--- src/rtl/owrp_pkg.sv ---
package owrp_pkg;

  typedef enum logic [1:0] {
    RES_PRESENT = 2'b00,
    RES_NONE    = 2'b01,
    RES_BUSERR  = 2'b10
  } owrp_result_e;

  typedef enum logic [1:0] {
    ST_IDLE,
    ST_LOW,
    ST_LISTEN
  } owrp_state_e;

  localparam int unsigned PROBE_ERR  = 0;
  localparam int unsigned PROBE_PRES = 1;
  localparam int unsigned NUM_PROBES = 2;

  function automatic int unsigned max_u(input int unsigned a, input int unsigned b);
    return (a > b) ? a : b;
  endfunction

endpackage

--- src/rtl/owrp_phase_timer.sv ---
module owrp_phase_timer #(
  parameter int unsigned CW = 10
) (
  input  logic          clk_i,
  input  logic          rst_ni,
  input  logic          clear_i,
  input  logic          tick_i,
  input  logic [CW-1:0] limit_i,
  output logic [CW-1:0] count_o,
  output logic          last_o
);

  logic [CW-1:0] count_q;

  always_ff @(posedge clk_i or negedge rst_ni) begin
    if (!rst_ni)      count_q <= '0;
    else if (clear_i) count_q <= '0;
    else if (tick_i)  count_q <= count_q + 1'b1;
  end

  assign count_o = count_q;
  assign last_o  = tick_i && (count_q == limit_i - 1'b1);


  count_in_range_chk: assert property (@(posedge clk_i) disable iff (!rst_ni)
    !clear_i |-> (count_q < limit_i));

endmodule

--- src/rtl/owrp_line_probe.sv ---
module owrp_line_probe #(
  parameter int unsigned CW = 10
) (
  input  logic          clk_i,
  input  logic          rst_ni,
  input  logic          arm_i,
  input  logic          enable_i,
  input  logic          tick_i,
  input  logic [CW-1:0] count_i,
  input  logic [CW-1:0] at_i,
  input  logic          line_i,
  output logic          low_seen_o
);

  logic low_q;
  logic hit;

  assign hit = enable_i && tick_i && (count_i == at_i - 1'b1);

  always_ff @(posedge clk_i or negedge rst_ni) begin
    if (!rst_ni)    low_q <= 1'b0;
    else if (arm_i) low_q <= 1'b0;
    else if (hit)   low_q <= !line_i;
  end

  assign low_seen_o = low_q;


  sample_only_listen_chk: assert property (@(posedge clk_i) disable iff (!rst_ni)
    (!arm_i && !enable_i) |=> $stable(low_seen_o));

endmodule

--- src/rtl/owrp_seq_ctrl.sv ---
module owrp_seq_ctrl
  import owrp_pkg::*;
(
  input  logic         clk_i,
  input  logic         rst_ni,
  input  logic         start_i,
  input  logic         speed_i,
  input  logic         last_i,
  input  logic         err_low_i,
  input  logic         pres_low_i,
  output logic         idle_o,
  output logic         low_o,
  output logic         listen_o,
  output logic         od_o,
  output logic         pull_n_o,
  output logic         done_o,
  output owrp_result_e result_o
);

  owrp_state_e  state_q;
  logic         od_q;
  logic         pull_n_q;
  logic         done_q;
  owrp_result_e result_q;

  always_ff @(posedge clk_i or negedge rst_ni) begin
    if (!rst_ni) begin
      state_q  <= ST_IDLE;
      od_q     <= 1'b0;
      pull_n_q <= 1'b1;
      done_q   <= 1'b0;
      result_q <= RES_NONE;
    end else begin
      done_q <= 1'b0;
      case (state_q)
        ST_IDLE: begin
          if (start_i) begin
            state_q  <= ST_LOW;
            od_q     <= speed_i;
            pull_n_q <= 1'b0;
          end
        end
        ST_LOW: begin
          if (last_i) begin
            state_q  <= ST_LISTEN;
            pull_n_q <= 1'b1;
          end
        end
        ST_LISTEN: begin
          if (last_i) begin
            state_q <= ST_IDLE;
            done_q  <= 1'b1;
            if (err_low_i)       result_q <= RES_BUSERR;
            else if (pres_low_i) result_q <= RES_PRESENT;
            else                 result_q <= RES_NONE;
          end
        end
        default: state_q <= ST_IDLE;
      endcase
    end
  end

  assign idle_o   = (state_q == ST_IDLE);
  assign low_o    = (state_q == ST_LOW);
  assign listen_o = (state_q == ST_LISTEN);
  assign od_o     = od_q;
  assign pull_n_o = pull_n_q;
  assign done_o   = done_q;
  assign result_o = result_q;


  done_single_chk: assert property (@(posedge clk_i) disable iff (!rst_ni)
    done_q |=> !done_q);


  released_at_done_chk: assert property (@(posedge clk_i) disable iff (!rst_ni)
    done_q |-> pull_n_q);


  result_hold_chk: assert property (@(posedge clk_i) disable iff (!rst_ni)
    !$stable(result_q) |-> done_q);


  speed_locked_chk: assert property (@(posedge clk_i) disable iff (!rst_ni)
    (state_q != ST_IDLE) |=> $stable(od_q));


  busy_start_ignored_chk: assert property (@(posedge clk_i) disable iff (!rst_ni)
    (state_q == ST_LISTEN && start_i && !last_i) |=> (state_q == ST_LISTEN));

endmodule

--- src/rtl/owrp_reset_presence.sv ---
module owrp_reset_presence
  import owrp_pkg::*;
#(
  parameter int unsigned RST_LOW_STD  = 480,
  parameter int unsigned RST_LOW_FAST = 56,
  parameter int unsigned LISTEN_STD   = 480,
  parameter int unsigned LISTEN_FAST  = 48,
  parameter int unsigned ERRCHK_STD   = 3,
  parameter int unsigned ERRCHK_FAST  = 1,
  parameter int unsigned PRES_STD     = 70,
  parameter int unsigned PRES_FAST    = 8
) (
  input  logic       clk_i,
  input  logic       rst_ni,
  input  logic       us_tick_i,
  input  logic       start_i,
  input  logic       overdrive_i,
  input  logic       line_i,
  output logic       pull_n_o,
  output logic       done_o,
  output logic [1:0] result_o
);

  localparam int unsigned TMAX = max_u(max_u(RST_LOW_STD, RST_LOW_FAST),
                                       max_u(LISTEN_STD, LISTEN_FAST));
  localparam int unsigned CW   = $clog2(TMAX + 1);

  logic          idle, low_ph, listen, od_q, last;
  logic [CW-1:0] count, limit, lim_low, lim_listen;
  logic [CW-1:0] probe_at [NUM_PROBES];
  logic [NUM_PROBES-1:0] probe_low;
  owrp_result_e  res_e;

  assign lim_low    = od_q ? CW'(RST_LOW_FAST) : CW'(RST_LOW_STD);
  assign lim_listen = od_q ? CW'(LISTEN_FAST)  : CW'(LISTEN_STD);
  assign limit      = low_ph ? lim_low : lim_listen;

  assign probe_at[PROBE_ERR]  = od_q ? CW'(ERRCHK_FAST) : CW'(ERRCHK_STD);
  assign probe_at[PROBE_PRES] = od_q ? CW'(PRES_FAST)   : CW'(PRES_STD);

  owrp_phase_timer #(.CW(CW)) u_timer (
    .clk_i   (clk_i),
    .rst_ni  (rst_ni),
    .clear_i (idle || last),
    .tick_i  (us_tick_i),
    .limit_i (limit),
    .count_o (count),
    .last_o  (last)
  );

  for (genvar p = 0; p < NUM_PROBES; p++) begin : g_probe
    owrp_line_probe #(.CW(CW)) u_probe (
      .clk_i      (clk_i),
      .rst_ni     (rst_ni),
      .arm_i      (idle),
      .enable_i   (listen),
      .tick_i     (us_tick_i),
      .count_i    (count),
      .at_i       (probe_at[p]),
      .line_i     (line_i),
      .low_seen_o (probe_low[p])
    );
  end

  owrp_seq_ctrl u_ctrl (
    .clk_i      (clk_i),
    .rst_ni     (rst_ni),
    .start_i    (start_i),
    .speed_i    (overdrive_i),
    .last_i     (last),
    .err_low_i  (probe_low[PROBE_ERR]),
    .pres_low_i (probe_low[PROBE_PRES]),
    .idle_o     (idle),
    .low_o      (low_ph),
    .listen_o   (listen),
    .od_o       (od_q),
    .pull_n_o   (pull_n_o),
    .done_o     (done_o),
    .result_o   (res_e)
  );

  assign result_o = res_e;


  low_only_in_low_phase_chk: assert property (@(posedge clk_i) disable iff (!rst_ni)
    !pull_n_o |-> !done_o);

endmodule

--- config.mk ---
export PLATFORM = sky130hd
export DESIGN_NAME = owrp_reset_presence
export DESIGN_NICKNAME = d
export VERILOG_FILES = /design/src/rtl/owrp_pkg.sv /design/src/rtl/owrp_phase_timer.sv /design/src/rtl/owrp_line_probe.sv /design/src/rtl/owrp_seq_ctrl.sv /design/src/rtl/owrp_reset_presence.sv
export SDC_FILE = /design/constraint.sdc
export NUM_CORES = 1
export LEC_CHECK = 0
export ABC_AREA = 1
export BUFFER_PORTS_ARGS = -buffer_cell sky130_fd_sc_hd__buf_4
export CAP_MARGIN = 10
export CORE_MARGIN = 4
export CORE_UTILIZATION = 35
export DETAILED_ROUTE_END_ITERATION = 7
export SLEW_MARGIN = 20
export SYNTH_ARGS = -nofsm -noshare
export SYNTH_HDL_FRONTEND = slang
export SYNTH_SLANG_ARGS = --single-unit
--- constraint.sdc ---
create_clock -name clk_i -period 2.6 [get_ports clk_i]
set_input_delay 0.13 -clock clk_i [delete_from_list [all_inputs] [get_ports clk_i]]
set_output_delay 0.13 -clock clk_i [all_outputs]
set_load 0.01 [all_outputs]
==> metrics.csv <==
stage,metric,value,unit
placement,DP HPWL,1760,um
timing,Slew headroom,0.816,
clock_network,Max Buffers Root-to-Sink,2,
critical_path,Worst path slowest cell,dfrtp_1,
power,Max IR drop VDD,0.000422,V
die,Die Span X,63.3,um
die,die height,63.3,um
power,Design Power,0.768,mW
critical_path,Critical Path AT,1710,ps
clock_network,hold buffers post-CTS,1,
clock_network,CTS tree,done,
logic_synthesis,share of the synthesized area in the top cell type,0.374,
logic_synthesis,post-synth top area cell,dfrtp_1,
logic_synthesis,Syn. warnings,0,
drt,detailed router's first-iteration violation count,25,
logic_synthesis,top post-synthesis cells by area,"dfrtp_1 37%, nand2_1 12%, nor2_2 7.6%",
drt,Routed wire per std cell,12.3,um
finish,Post-Route Utilization,0.429,
timing,final setup vio count,0,
finish,P&R area growth vs syn,13.6,%
die,Site Rows,19,
critical_path,Max stage delay on crit path,440,ps
clock_network,H-tree depth,1,
critical_path,startpoint types,register,
finish,fraction of layout cells with a size suffix above 1,0.287,
drt,drt via density,4.82,
grt,number of antenna violations at the first check in global routing,0,
critical_path,"Cell Chain, Critical Path",ha_1 > nand2_2 > nor2_4 > o21ai_2 > nor2_2 > nand3_2 > nand2_4 > nor2_2,
clock_network,cts bufs inserted,3,
drt,Pre-antenna DRT Iters,4,
critical_path,Critical path buffers and inverters,0,
timing,"Hold Vio Cnt, Final",0,
die,initial core utilization,0.378,
logic_synthesis,"area fraction in and, or, nand and nor cells after synthesis",0.419,
clock_network,CTS root buffer,clkbuf_4,
clock_network,post-CTS sizing,0,
critical_path,crit path max fanout,8,
die,Core ar.,2830,um2
clock_network,postcts setup bufs,0,
timing,Final Max Slew Viols,0,
logic_synthesis,synthesized flop and latch total,18,
power,Leak,0.631,nW
drt,DRC,0,
logic_synthesis,Synth Area in Compound Gates,0.0316,
timing,Least-Margin Pin Slew,275,ps
die,Die ar.,4000,um2
critical_path,crit path kind,reg2reg,
grt,grt ovf,0,
placement,routability congestion estimate,0.849,
timing,RSZ-0062 raised after global routing,false,
drt,Antenna Nets Post-Route,0,
critical_path,Critical Path Most Common Cell,nor2_2,
logic_synthesis,Synth Area in XOR/XNOR,0.0327,
clock_network,"Clk Latency, worst-skew pair",300,ps
placement,Port-buffer cells,9,
grt,vias in the first global route,880,
status,status,"complete, no violations",
critical_path,CP top delay family,simple AND/OR/NAND/NOR gates,
logic_synthesis,Adder-Cell Fraction of Synth Area,0.0117,
drt,vias,872,
power,PwrDens,632,nW/um2
timing,setup tns final,0,ps
flow_run,Max-Cap Viols,0,
worst_hold_path,Hold Crit Class,in2reg,
clock_network,Sink Count,18,
logic_synthesis,Syn Nets,144,
critical_path,"Data required, critical path",2790,ps
logic_synthesis,Post-Syn Area,1070,um2
die,IO Pins,10,
grt,largest net degree at the start of global routing,19,
logic_synthesis,main combinational cell family by area after synthesis,simple AND/OR/NAND/NOR gates,
finish,n_diodes,0,
logic_synthesis,post-synthesis sequential area ratio,0.423,
timing,Tmin final,1520,ps
finish,NumNets Final,158,
grt,first-pass GRT wire length,3910,um
drt,routed wire length,2220,um
timing,Tcrit/Tclk final,0.584,
logic_synthesis,Mapped Avg Cell Area,7.81,um2
clock_network,clk slew on worst S/H paths,120,ps
grt,GRT Total Usage,0.123,
logic_synthesis,mux cell area share after synthesis,0.00936,
logic_synthesis,Yosys cell types,24,
timing,Clock Skew,12.8,ps
timing,Peak Freq,658,MHz
logic_synthesis,Post-Syn Instances,137,
critical_path,CP Capture Type,register,
[final timing paths]
| kind | to | start | cells after the start | slack (ps) |
|---|---|---|---|---|
| worst max-delay path | u_timer.count_o[7] | u_timer.count_o[0] | 8 | 1080 |
| worst min-delay path | u_ctrl.od_o | overdrive_i | 3 | 70 |
| worst max register to register | u_timer.count_o[7] | u_timer.count_o[0] | 8 | 1080 |
| worst min register to register | u_ctrl.pull_n_o | u_ctrl.pull_n_o | 2 | 480 |
| max in group asynchronous | u_ctrl.pull_n_o | rst_ni | 2 | 2120 |
| min in group asynchronous | u_timer.count_o[4] | rst_ni | 2 | 220 |
[Yosys cell counts]
cell type	number
a21oi_1	2
nor2_4	4
nand3_2	2
buf_4	1
nand2_4	1
dfrtp_1	16
nor3b_1	1
inv_4	1
nand3_1	14
nand2_1	33
ha_1	1
inv_2	3
nand4_1	2
mux2i_1	1
xor2_1	2
nor2_1	14
inv_1	14
nor2_2	13
dfstp_2	2
xnor2_1	2
nor3_1	1
o21ai_1	3
nand2_2	3
o21ai_2	1
[metal layers]
metal,vias to the layer above,track usage,routed length (um)
met5,-,0,0
met4,0,0.0485,20
met3,2,0.0160,43
met2,9,0.208,1100
met1,412,0.160,1060
li1,449,-,-
[power breakdown]
group / internal (mW) / total [mW] / switching [mW]
combinational: 0.0848 / 0.218 / 0.133
sequential: 0.318 / 0.372 / 0.0541
clock: 0.0853 / 0.179 / 0.0933
total: 0.488 / 0.768 / 0.280
[cell usage in the layout (no fill, tap or decap), drive strengths merged]
master,n
ha,1
a21oi,2
buf,9
mux2i,1
nor2,31
xor2,2
inv,18
dlygate4sd3,1
nand2,37
nand4,2
dfstp,2
o21ai,4
nor3,1
dfrtp,16
clkbuf,4
nand3,16
nor3b,1
xnor2,2
[registers in the layout (all words and copies together) (netlist names)]
register	cells
g_probe.u_probe.low_seen_o	2
u_ctrl.done_o	1
u_ctrl.od_o	1
u_ctrl.pull_n_o	1
u_ctrl.result_o	2
u_ctrl.state_q	2
u_timer.count_o	9
[kinds of logic (layout without fill, tap and decap cells)]
kind of cell | after synthesis | after routing
mux | 1 | 1
buf+inv | 19 | 32
fa+ha+maj | 1 | 1
compound gates | 6 | 6
simple gates | 88 | 88
flops | 18 | 18
xor+xnor | 4 | 4
[metrics by stage]
| step | instances | worst slack, ps | hold slack (ps) | cell area, um2 |
|---|---|---|---|---|
| floorplan | 137 | 1270 | -166 | 1070 |
| global placement | 176 | 1200 | 13.7 | 1170 |
| detailed placement | 176 | 1100 | 13.5 | 1170 |
| CTS | 181 | 1090 | 74.8 | 1210 |
| global route | 181 | 947 | 94.7 | 1210 |
| finish | 181 | 1080 | 69.5 | 1210 |
[area by class of cell]
class                           count  area, um2
Clock buffer                        4       36.3
Fill cell                         298       1610
Inverter                           18       70.1
Multi-Input combinational cell    100        539
Sequential cell                    18        453
Tap cell                           31       38.8
Timing Repair Buffer               10       77.6
[worst register-to-register path, stage by stage, from the launching register on]
cell and delay [ps]:
dfrtp_1 440, ha_1 250, nand2_2 90, nor2_4 110
o21ai_2 60, nor2_2 120, nand3_2 120, nand2_4 170
nor2_2 60
(Power assumes the default switching activity.)
